`config.mk`:
```
export PLATFORM = sky130hd
export DESIGN_NAME = ctlw_decoder
export DESIGN_NICKNAME = d
export VERILOG_FILES = /design/src/rtl/ctlw_pkg.sv /design/src/rtl/ctlw_sync.sv /design/src/rtl/ctlw_shift.sv /design/src/rtl/ctlw_coef_mem.sv /design/src/rtl/ctlw_decoder.sv
export SDC_FILE = /design/constraint.sdc
export NUM_CORES = 1
export LEC_CHECK = 0
export ABC_AREA = 1
export CORE_AREA = 2 2 256 308
export CTS_BUF_LIST = sky130_fd_sc_hd__clkbuf_4 sky130_fd_sc_hd__clkbuf_8
export CTS_CLUSTER_DIAMETER = 120
export DETAILED_ROUTE_END_ITERATION = 8
export DIE_AREA = 0 0 258 310
export DONT_BUFFER_PORTS = 1
export GPL_TIMING_DRIVEN = 0
export MAX_ROUTING_LAYER = met4
export PLACE_DENSITY = 0.48
export SYNTH_ARGS = -nofsm -noshare
export SYNTH_HDL_FRONTEND = slang
export SYNTH_SLANG_ARGS = --single-unit
```
`constraint.sdc`:
```
create_clock -name clk -period 1.9 [get_ports clk]
set_input_delay 0.19 -clock clk [delete_from_list [all_inputs] [get_ports clk]]
set_output_delay 0.19 -clock clk [all_outputs]
set_load 0.02 [all_outputs]
```
`src/rtl/ctlw_pkg.sv`:
```
package ctlw_pkg;
  localparam int WORD_W = 24;
  localparam int ADDR_W = 5;
  localparam int DATA_W = 18;
  localparam int KEEP_W = 10;
  localparam int ATTN_W = 7;

  typedef enum logic [1:0] {
    PRG_FULL = 2'd0,
    PRG_FILT = 2'd1,
    PRG_DBL  = 2'd2
  } prog_e;
endpackage

```
`src/rtl/ctlw_sync.sv`:
```
module ctlw_sync #(
  parameter int W      = 3,
  parameter int STAGES = 2
) (
  input  logic         clk,
  input  logic         rst,
  input  logic [W-1:0] d_i,
  output logic [W-1:0] q_o
);
  logic [W-1:0] st [STAGES];

  always_ff @(posedge clk) begin
    if (rst) begin
      for (int i = 0; i < STAGES; i++) st[i] <= '0;
    end else begin
      st[0] <= d_i;
      for (int i = 1; i < STAGES; i++) st[i] <= st[i-1];
    end
  end

  assign q_o = st[STAGES-1];
endmodule

```
`src/rtl/ctlw_shift.sv`:
```
module ctlw_shift #(
  parameter int W = 24
) (
  input  logic         clk,
  input  logic         rst,
  input  logic         en_i,
  input  logic         bit_i,
  output logic [W-1:0] word_o
);
  always_ff @(posedge clk) begin
    if (rst)       word_o <= '0;
    else if (en_i) word_o <= {bit_i, word_o[W-1:1]};
  end
endmodule

```
`src/rtl/ctlw_coef_mem.sv`:
```
module ctlw_coef_mem #(
  parameter int AW = 5,
  parameter int DW = 18
) (
  input  logic          clk,
  input  logic          we_i,
  input  logic [AW-1:0] waddr_i,
  input  logic [DW-1:0] wdata_i,
  input  logic [AW-1:0] raddr_i,
  output logic [DW-1:0] rdata_o
);
  localparam int DEPTH = 1 << AW;
  logic [DW-1:0] mem [DEPTH];

  always_ff @(posedge clk) begin
    if (we_i) mem[waddr_i] <= wdata_i;
    rdata_o <= mem[raddr_i];
  end
endmodule

```
`src/rtl/ctlw_decoder.sv`:
```
module ctlw_decoder
  import ctlw_pkg::*;
#(
  parameter int          AW       = ADDR_W,
  parameter int          DW       = DATA_W,
  parameter int          KW       = KEEP_W,
  parameter logic [31:0] OFS_MASK = 32'h003F_0000
) (
  input  logic          clk,
  input  logic          rst,
  input  logic          ctl_clk_i,
  input  logic          ctl_dat_i,
  input  logic          ctl_lat_i,
  output logic [6:0]    attn_o,
  output logic          attn_stb_o,
  output logic [1:0]    prog_o,
  output logic          mono_o,
  output logic          chsel_o,
  output logic [1:0]    wlen_o,
  output logic          mode_stb_o,
  output logic [1:0]    dyn_sel_o,
  output logic [1:0]    deci_o,
  output logic [1:0]    fbk_o,
  output logic [1:0]    wide_o,
  output logic [1:0]    osf_o,
  output logic [1:0]    emph_o,
  output logic          rel_long_o,
  output logic          att_long_o,
  output logic          gain_hi_o,
  output logic          filt_stb_o,
  output logic          coef_stb_o,
  input  logic [4:0]    coef_raddr_i,
  output logic [17:0]   coef_rdata_o
);
  localparam int WW    = 1 + AW + DW;
  localparam int DROPW = DW - KW;

  logic [2:0]    sync_q;
  logic          clk_d, lat_d;
  logic          clk_rise, lat_rise;
  logic [WW-1:0] word;
  logic          mem_we;
  logic [AW-1:0] mem_addr;
  logic [DW-1:0] mem_wdata;
  prog_e         prog_q;

  ctlw_sync #(.W(3), .STAGES(2)) u_sync (
    .clk (clk),
    .rst (rst),
    .d_i ({ctl_lat_i, ctl_dat_i, ctl_clk_i}),
    .q_o (sync_q)
  );

  always_ff @(posedge clk) begin
    if (rst) begin
      clk_d <= 1'b0;
      lat_d <= 1'b0;
    end else begin
      clk_d <= sync_q[0];
      lat_d <= sync_q[2];
    end
  end

  assign clk_rise = sync_q[0] & ~clk_d;
  assign lat_rise = sync_q[2] & ~lat_d;

  ctlw_shift #(.W(WW)) u_shift (
    .clk    (clk),
    .rst    (rst),
    .en_i   (clk_rise),
    .bit_i  (sync_q[1]),
    .word_o (word)
  );

  always_ff @(posedge clk) begin
    if (rst) begin
      attn_o     <= '0;
      prog_q     <= PRG_FULL;
      mono_o     <= 1'b0;
      chsel_o    <= 1'b0;
      wlen_o     <= '0;
      dyn_sel_o  <= '0;
      deci_o     <= '0;
      fbk_o      <= '0;
      wide_o     <= '0;
      osf_o      <= '0;
      emph_o     <= '0;
      rel_long_o <= 1'b0;
      att_long_o <= 1'b0;
      gain_hi_o  <= 1'b0;
      attn_stb_o <= 1'b0;
      mode_stb_o <= 1'b0;
      filt_stb_o <= 1'b0;
      mem_we     <= 1'b0;
      mem_addr   <= '0;
      mem_wdata  <= '0;
    end else begin
      attn_stb_o <= 1'b0;
      mode_stb_o <= 1'b0;
      filt_stb_o <= 1'b0;
      mem_we     <= 1'b0;
      if (lat_rise) begin
        if (word[WW-1]) begin
          mem_we   <= 1'b1;
          mem_addr <= word[DW +: AW];
          if (OFS_MASK[word[DW +: AW]])
            mem_wdata <= {word[DW-1 -: KW], {DROPW{1'b0}}};
          else
            mem_wdata <= word[DW-1:0];
        end else if (!word[22]) begin
          attn_o     <= word[21:15];
          attn_stb_o <= 1'b1;
        end else if (!word[21]) begin
          unique case (word[20:18])
            3'b000:  prog_q <= PRG_FULL;
            3'b011:  prog_q <= PRG_FILT;
            3'b101:  prog_q <= PRG_DBL;
            default: prog_q <= prog_q;
          endcase
          mono_o     <= word[17];
          chsel_o    <= word[16];
          wlen_o     <= word[15:14];
          mode_stb_o <= 1'b1;
        end else begin
          dyn_sel_o  <= word[20:19];
          deci_o     <= word[18:17];
          fbk_o      <= word[16:15];
          wide_o     <= word[14:13];
          osf_o      <= word[12:11];
          emph_o     <= word[10:9];
          rel_long_o <= word[8];
          att_long_o <= word[7];
          gain_hi_o  <= word[6];
          filt_stb_o <= 1'b1;
        end
      end
    end
  end

  assign prog_o     = prog_q;
  assign coef_stb_o = mem_we;

  ctlw_coef_mem #(.AW(AW), .DW(DW)) u_mem (
    .clk     (clk),
    .we_i    (mem_we),
    .waddr_i (mem_addr),
    .wdata_i (mem_wdata),
    .raddr_i (coef_raddr_i),
    .rdata_o (coef_rdata_o)
  );
endmodule

```
; ---- After elaboration in Yosys (flattened, before gate mapping)
; Memories as Yosys holds them, arrays and structs flattened. A register that Yosys moved wholly into a read port is not among the register bits.
; Cells that the tools add are included.
[totals]
n_memories = 3
romBits = 32
output_inout_bits = 50
mem_bits_rw = 582
reg_bits = 81
[mem_list]
columns = memory, words, width, rd, rd_clocked_by_memory_dff, write_ports, line_no
row1 = u_mem.mem, 32, 18, 1, 1, 1, ctlw_coef_mem.sv:13  ; logic [DW-1:0] mem [DEPTH];
row2 = (no name shown), 32, 1, 1, 1, 0, ctlw_decoder.sv:106  ; if (OFS_MASK[word[DW +: AW]])
row3 = u_sync.st, 2, 3, 2, 0, 2, ctlw_sync.sv:10  ; logic [W-1:0] st [STAGES];
[op_classes]
order_cmp = 1
n_reduce_logical = 10
n_eq_ne = 2
muxes = 16
n_bitwise = 10
[op_table]
columns = operator, count
row1 = $mux 1, 10
row2 = $mux 5, 2
row3 = $mux 8, 1
row4 = $reduce_and 4->1, 2
row5 = $lt 5x6->1 const B, 1
row6 = $mux 3, 2
row7 = $not 1->1, 6
row8 = $pmux 2 s3, 1
row9 = $reduce_and 5->1, 1
row10 = $reduce_or 4->1, 1
row11 = $eq 3x2->1 const B, 1
row12 = $eq 3x3->1 const B, 1
row13 = $logic_not 3->1, 1
row14 = $reduce_and 3->1, 1
row15 = $reduce_bool 3->1, 1
row16 = $reduce_or 3->1, 1
row17 = $and 1x1->1, 2
row18 = $or 1x1->1, 2
row19 = $reduce_and 2->1, 1
row20 = $reduce_or 2->1, 1

; ---- Depth between registers and ports, before layout
; Gate-level depths: netlist (run 1).
[logic_depth]
word_depth = 4
ltp_mapped = 12
ltp_nobuf = 9

; ---- Modules after synthesis
; Synthesis (run 1) repeated with hierarchy kept, for this count alone.
[hier_totals]
hier_cells = 2441
hier_area_um2 = 26953.4
[modules_own_cells]
columns = module, instances, area_each_um2, cells_per_inst
row1 = ctlw_coef_mem, 1, 23745.3, 2009
row2 = ctlw_decoder, 1, 2035.7, 259
row3 = ctlw_shift, 1, 984.7, 152
row4 = ctlw_sync, 1, 187.7, 21

; ---- Worst setup path after synthesis (run 1)
; No wires, ideal clock.
[synth_path]
path_type = register to register
startpoint = register mem_we (netlist: coef_stb_o)
endpoint = memory u_mem.mem[31][0], enable pin
arrival_ns = 1.562
path_buffers = 0
path_stages_with_launch = 3
setup_ns = 0.393
path_slack_ns = -0.054
required_ns = 1.507
path_cell_list = dfxtp_1 nand3_1 nor2_1
[synth_between]
elab_chain_len = 2
[synth_lines]
columns = element, line_no
row1 = from (decl), ctlw_decoder.sv:42  ; logic mem_we;
row2 = from (signal assigned), ctlw_decoder.sv:94  ; mem_we <= 1'b0;
row3 = from (signal assigned), ctlw_decoder.sv:101  ; mem_we <= 1'b0;
row4 = from (signal assigned), ctlw_decoder.sv:104  ; mem_we <= 1'b1;
row5 = $mux 1, ctlw_coef_mem.sv:16  ; if (we_i) mem[waddr_i] <= wdata_i;
row6 = $mux 1 (implied by the code), ctlw_coef_mem.sv:16
row7 = to (decl), ctlw_coef_mem.sv:13
; No other way between the ends.

; ---- Worst setup path in the final report (run 1)
[layout_path]
startpoint = register mem_addr[3]
endpoint = memory u_mem.mem[16][6], enable pin
[layout_rtl]
columns = element, line_no
row1 = from (decl), ctlw_decoder.sv:43  ; logic [AW-1:0] mem_addr;
row2 = from (signal assigned), ctlw_decoder.sv:105  ; mem_addr <= word[DW +: AW];
; No word-level cell before the write port.

==> results of run 1 <==
==> worst max path at each step <==
stage,end,slack (ns),depth (start not counted)
6_report,u_mem.mem[16][6]$_DFFE_PP_,0.08,4
3_5_place_dp,u_mem.mem[13][5]$_DFFE_PP_,-0.97,2
5_1_grt,u_mem.mem[0][4]$_DFFE_PP_,0.008,4
4_1_cts,u_mem.mem[23][1]$_DFFE_PP_,-0.10,3
2_1_floorplan,u_mem.mem[31][0]$_DFFE_PP_,-0.05,2
3_3_place_gp,u_mem.mem[26][12]$_DFFE_PP_,-1.46,2
==> cells by family after synthesis <==
| group | count (synthesis) |
|---|---|
| AOI/OAI and AO/OA | 87 |
| DFF | 682 |
| and+or+nand+nor | 1431 |
| buffers and inverters | 171 |
==> layout by cell type, fill, tap and decap left out, types with 30 or more instances in the layout <==
cell type / Yosys / final
a21oi_1: 30 / 30
nand3_1: 463 / 459
nand2_1: 845 / 845
dfxtp_1: 106 / 87
nor2_1: 119 / 87
edfxtp_1: 576 / 576
buf_4: 45 / 57
o21ai_0: 56 / 56
clkbuf_8: 0 / 115
clkbuf_1: 31 / 31
clkbuf_4: 0 / 40
buf_2: 38 / 38
==> through the flow <==
step / TNS [ns] / worst slack (ns) / hold WS (ns)
2_1_floorplan: -27.89 / -0.0544 / 0.297
3_3_place_gp: -731.91 / -1.46 / 0.311
3_5_place_dp: -239.13 / -0.965 / 0.308
4_1_cts: -3.37 / -0.101 / 0.0341
5_1_grt: 0 / 0.00809 / 0.0844
6_report: 0 / 0.0793 / 0.107
==> worst min-delay path: cells and delay by family <==
kind / cells / cell delay, ns
and+or+nand+nor: 1 / 0.03
buffers and inverters: 2 / 0.58
==> metal layers <==
metal | global-route usage [%] | part of all wire [%]
met5 | - | 0
met4 | 8.27 | 3.4
met3 | 2.88 | 5.6
met2 | 34.9 | 49
met1 | 26.8 | 42
==> power by group <==
group | total (mW) | leakage, nW | switching [mW] | internal, mW
Clock | 12.6 | 1.17 | 5.89 | 6.70
Combinational | 1.50 | 4.11 | 1.10 | 0.401
Sequential | 16.2 | 6.79 | 0.129 | 16.1
==> what timing repair did <==
action	CTS	global route
hold endpoints to repair	17	0
pin swaps	10	2
resized for setup	32	5
setup buffers	17	2
gates cloned	0	0
hold buffers	6	0
setup endpoints to repair	572	101
==> flip-flops by register name (all words and copies together) (netlist names), 5 cells and up, named ones only <==
register and flops:
u_sync.st 6, mem_wdata 18, attn_o 7, u_shift.word_o 24, u_mem.mem 576, mem_addr 5
u_mem.rdata_o 18
==> area by class of cell <==
cell class,instances,area (um2)
tap,1026,1280
fill,7359,45800
multi-input combinational,1518,6680
inverter,32,125
timing repair buffer,61,933
antenna,3,7.51
buffer,139,776
clock buffer,155,1880
clock inverter,44,304
sequential,682,19400
==> impl_results.md, run 1 <==
* Fin crit share at 95.8%
* Post-route cell area at 31400 um2
* Worst Setup SP: mem_addr[3]$_SDFFE_PP0P_
* PwrDens at 964 nW/um2
* R2R Setup Slk at 0.08 ns
* Yosys top cell by area: edfxtp_1
* Peak supply drop at 502 uV
* Die width at between 200 and 300 um
* CTS Buffer Depth at 3
* Total iterations of the first detailed-routing run at 5
* Adder-Cell Fraction of Synth Area at 0%
* Remaining antenna violation count after routing at 0
* R2r startpoint: mem_addr[3]$_SDFFE_PP0P_
* Largest net degree at the start of global routing at 34
* Hold Path Depth at 3
* Util after Layout at 40.7%
* Critical Path Max Stage Delay at 0.41 ns
* Worst slew margin at a little over a third
* CTS tree: yes
* RSZ-0062 raised after global routing: no
* Vias in the first global route at 17600
* FP Rows at 112
* DP Wirelength at between 50000 and 60000 um
* Synth Flop Type: edfxtp_1
* GRT Total Usage at 21.2%
* Post-Synth Simple-Gate Area at 22.3%
* Post-Synth XOR/XNOR Area at 0%
* Clock skew at between 0.05 and 0.06 ns
* Overflow left after global routing at 0
* TritonCTS sink count at 682
* Status: completed
* Post-Syn Nets at 2381
* DRT Wirelength at 82900 um
* Critical path type: flip-flop to flip-flop
* Worst-margin pin slew at ~0.98 ns
* Initial core utilization at 34.6%
* Top-count cell post-synth: nand2_1
* Max FO, Critical Path at 14
* Post-Synthesis Cell Area at 26700 um2
* Crit start category: flip-flop
* Slowest CP cell: nand3_1
* Worst r2r path cells at 4
* Mapped Cells at 2371
* Dpl cell area at 28800 um2
* Number of synthesized flops with an enable pin at around 580
* Share of the synthesized area in the top cell type at 64.7%
* DR iter-0 viols at 1795
* HP Class: input pin to flip-flop
* Dpl cells at 3433
* Max Slew Vio Count at 0
* Fmax at 0.549 GHz
* I/O pins at 60
* CTS root buffer: clkbuf_8
* Endpoint class of the critical path: flip-flop
* MaxCap Viol Count at 0
* Leakage at 12.1 nW
* Final #Nets at between 2000 and 3000
* Top post-synthesis cells by count: nand2_1, edfxtp_1, nand3_1
* Final hold violations at 0
* Distinct cells, synth at 21
* Layout Cells excl Fill at between 3000 and 4000
* Die height at between 300 and 400 um
* Ys Warns at 0
* Syn_area_per_cell at between 10 and 15 um2
* Post-synthesis sequential area ratio at just over 70%
* Area grow syn2layout at 17.6%
* Clock latency at the later pin of the worst-skew pair at 0.76 ns
* Area contributors post-synth: edfxtp_1, nand2_1, nand3_1, dfxtp_1, nor2_1
* Hold worst-path end: u_sync.st[0][1]$_SDFF_PP0_
* Total core area at roughly 77000 um2
* Crit path DAT at about 2.3 ns
* H-tree levels at 3
* FFs w/ async S/R, synth at 0%
* Layout cells sized above 1 at 14.6%
* Initial antenna violation count at 2
* Num CTS Buffers at 107
* Buffers on Ports at 0
* Setup violators final at 0
* Crit-path cells: inv_1, nand3_1, nor2_4, buf_8
* Routed len/inst at 22.6 um
* Multiplexer share of the synthesized area at 0%
* Via count at approximately 18000
* Critical R2R Capture: u_mem.mem[16][6]$_DFFE_PP_
* Synth Register Bits at around 680
* CTS clock-pin slew for the worst setup and hold paths at approximately 0.060 ns
* Final min period at 1.82 ns
* Main combinational cell family by area after synthesis: simple AND/OR/NAND/NOR gates
* Hold wc startpoint: ctl_dat_i
* CP Data Required Time at 2.33 ns
* Buf/Inv on CP at 2
* Via/cell ratio at 4.98
* Die area at 80000 um2
* Gpl congestion at 0.908
* Total power at 30.3 mW
* First-pass GRT wire length at 119000 um
* Drt drc at 0
* Critical path's top delay family: simple AND/OR/NAND/NOR gates
* Synth Area in Compound Gates at 1.64%
(Power assumes the default switching activity.)
==> inputs of run 2 (changes only) <==
Settings changed: PLACE_DENSITY 0.48 to 0.47.
Clock period 1.9 ns to 2.3 ns, I/O delays scaled along.
==> run 2 against run 1 <==
Net effect: the run now ends with setup timing left; clock skew decreased by 0.019 ns; fmax decreased by 28%; wire length increased by 0.32%; sequential share of layout area increased by 0.28 points; worst setup slack got worse by 0.32 ns; cell area decreased by 0.47%; via count about the same; die area unchanged; combinational power decreased by 17%; count of clock-buffer cells in the layout increased by 8; clock power decreased by 13%; flip-flop and latch count unchanged.
==> impl_results.md, run 2 (same netlist as run 1, synthesis figures left out) <==
* Clock latency at the later pin of the worst-skew pair at 0.74 ns (was 0.76 ns)
* CTS Buffer Depth at 3 (unchanged)
* DRT Wirelength at 83100 um (was 82900 um)
* Worst-margin pin slew at 0.942 ns (was 0.980 ns)
* Internal power at 19.7 mW (was 23.2 mW)
* RSZ-0062 raised after global routing: yes (was no)
* Endpoint class of the critical path: flip-flop (unchanged)
* Logic gate share of total power at 4.9% (was 5.0%)
* Die area at 80000 um2 (unchanged)
* Biggest register: u_mem.mem (unchanged)
* Overflow left after global routing at 0 (unchanged)
* CTS root buffer: clkbuf_8 (unchanged)
* PwrDens at 815 nW/um2 (was 964 nW/um2)
* Crit start category: flip-flop (unchanged)
* Via count at 18200 (about the same)
* H-tree levels at 3 (unchanged)
* Setup violators final at 245 (was 0)
* Initial antenna violation count at 1 (was 2)
* Drt drc at 0 (unchanged)
* Critical path type: flip-flop to flip-flop (unchanged)
* Max FO, Critical Path at 14 (unchanged)
* Final min period at 2.54 ns (was 1.82 ns)
* Die height at 310 um (unchanged)
* DP Wirelength at 56500 um (was 56200 um)
* I/O pins at 60 (unchanged)
* Final hold violations at 0 (unchanged)
* Final #Nets at 2537 (was 2551)
* Total core area at 77200 um2 (unchanged)
* Part of the power in the clock network at 42.6% (was 41.5%)
* Peak supply drop at 356 uV (was 502 uV)
* CTS clock-pin slew for the worst setup and hold paths at 0.07 ns (was 0.06 ns)
* Remaining antenna violation count after routing at 0 (unchanged)
* Gpl congestion at 0.959 (was 0.908)
* Leakage at 12.0 nW (was 12.1 nW)
* Commonest non-fill, non-tap cell in the layout: nand2_1 (unchanged)
* Most frequent cells in the layout: nand2_1, edfxtp_1, nand3_1, clkbuf_8, dfxtp_1 (was nand2_1, edfxtp_1, nand3_1, clkbuf_8)
* Status: finished with violations (was completed)
* Layout cells sized above 1 at 14.2% (was 14.6%)
* GRT Total Usage at 21.3% (was 21.2%)
* Buffers on Ports at 0 (unchanged)
* Pre-CTS WS at -0.391 ns (was -0.965 ns)
* Dpl cells at 3437 (was 3433)
* DR iter-0 viols at 1593 (was 1795)
* Max reg flops at 576 (unchanged)
* Die width at 258 um (unchanged)
* Vias in the first global route at 17600 (about the same)
* Final worst slack at -0.243 ns (was 0.0793 ns)
* Seq pwr share at 52.5% (was 53.5%)
* Largest net degree at the start of global routing at 34 (unchanged)
* Area grow syn2layout at 17.0% (was 17.6%)
* Clock skew at 0.0347 ns (was 0.0532 ns)
* Switching share of power at 22.9% (was 23.5%)
* MaxCap Viol Count at 0 (unchanged)
* TritonCTS sink count at 682 (unchanged)
* CP Data Required Time at 2.74 ns (was 2.33 ns)
* Initial core utilization at 34.6% (unchanged)
* FILL cells at 7385 (was 7359)
* Fin crit share at 111% (was 95.8%)
* Crit path DAT at 2.98 ns (was 2.25 ns)
* Failing checks: setup timing
* CTS tree: yes (unchanged)
* HP Class: input pin to flip-flop (unchanged)
* Via/cell ratio at 5.01 (was 4.98)
* Num CTS Buffers at 109 (was 107)
* FP Rows at 112 (unchanged)
* Layout Cells excl Fill at 3643 (was 3660)
* Total iterations of the first detailed-routing run at 5 (unchanged)
* First-pass GRT wire length at 120000 um (was 119000 um)
* Max Slew Vio Count at 0 (unchanged)
* Routed len/inst at 22.8 um (was 22.6 um)
* Worst slew margin at 37.2% (was 34.7%)
* Top flop regs: u_mem.mem x576, u_shift.word_o x24 (unchanged)
* Fmax at 0.393 GHz (was 0.549 GHz)
* Total net switching power at 5.84 mW (was 7.12 mW)
* Post-CTS Repair Setup Buffers at 0 (was 17)
-- run 2: changes by cell type in the layout (fill, tap and decap cells not counted), sizes merged --
cell / previous run / this run
clkinvlp: 1 / 2
buf: 163 / 148
clkbuf: 186 / 194
dlygate4sd3: 6 / 5
bufinv: 2 / 5
clkinv: 41 / 30
inv: 32 / 30
-- run 2: critical path, stage by stage (launching register included) --
cell and delay (ns):
dfxtp_1 0.62, nand3_1 0.73, nor2_2 0.66, buf_16 0.22
-- run 2: final timing paths --
check	startpoint	endpoint	slack, ns	cells after the start
setup / recovery	coef_stb_o$_SDFF_PP0_	u_mem.mem[30][7]$_DFFE_PP_	-0.24	3
hold / removal	coef_raddr_i[3]	u_mem.rdata_o[14]$_DFF_P_	0.08	5
setup reg to reg	coef_stb_o$_SDFF_PP0_	u_mem.mem[30][7]$_DFFE_PP_	-0.24	3
hold reg to reg	u_sync.st[0][2]$_SDFF_PP0_	u_sync.st[0][5]$_SDFF_PP0_	0.40	2
-- run 2: cell type report --
| type | instances | area, um2 | share of cell area [%] |
|---|---|---|---|
| inverters | 32 | 125 | 0.400 |
| flip-flops and latches | 682 | 19400 | 62.1 |
| multi-input cells | 1518 | 6550 | 20.9 |
| clock buffers | 163 | 1980 | 6.33 |
| repair buffers | 45 | 828 | 2.65 |
| well taps | 1026 | 1280 | 4.10 |
| clock inverters | 35 | 297 | 0.948 |
| diodes | 3 | 7.51 | 0.0240 |
| plain buffers | 139 | 776 | 2.48 |
-- run 2: timing repair --
action | in CTS | in global routing
setup endpoints to repair | 438 | 532
hold buffers | 5 | 0
endpoints found under the hold margin | 14 | 0
resized for setup | 8 | 3
-- run 2: per-stage QoR --
stage / total power [mW] / utilization [%] / hold slack, ns / TNS (ns) / cell area (um2)
after global placement: 14.9 / 36.3 / 0.347 / -552.97 / 28000
after detailed placement: 14.9 / 37.4 / 0.352 / -69.43 / 28900
final: 25.5 / 40.5 / 0.0769 / -33.65 / 31300
after global routing: 26.4 / 40.5 / 0.0386 / -49.80 / 31300
after floorplan: 14.4 / - / 0.337 / 0 / 26700
after CTS: 25.8 / 40.5 / 0.000130 / -91.37 / 31300
-- run 2: power groups by stage --
stage / logic (mW) / clock network, mW / registers (mW)
floorplan: 0.741 / 0 / 13.6
global placement: 1.23 / 0 / 13.7
detailed placement: 1.24 / 0 / 13.7
CTS: 1.25 / 11.1 / 13.4
global route: 1.35 / 11.6 / 13.4
finish: 1.25 / 10.9 / 13.4
-- run 2: routing by layer --
layer | vias up | share of wire [%] | global-route usage (%)
li1 | 8504 | - | -
met1 | 9072 | 43 | 27.3
met2 | 552 | 49 | 35.4
met3 | 114 | 5.7 | 2.97
met4 | 0 | 2.1 | 5.87
met5 | - | 0 | -
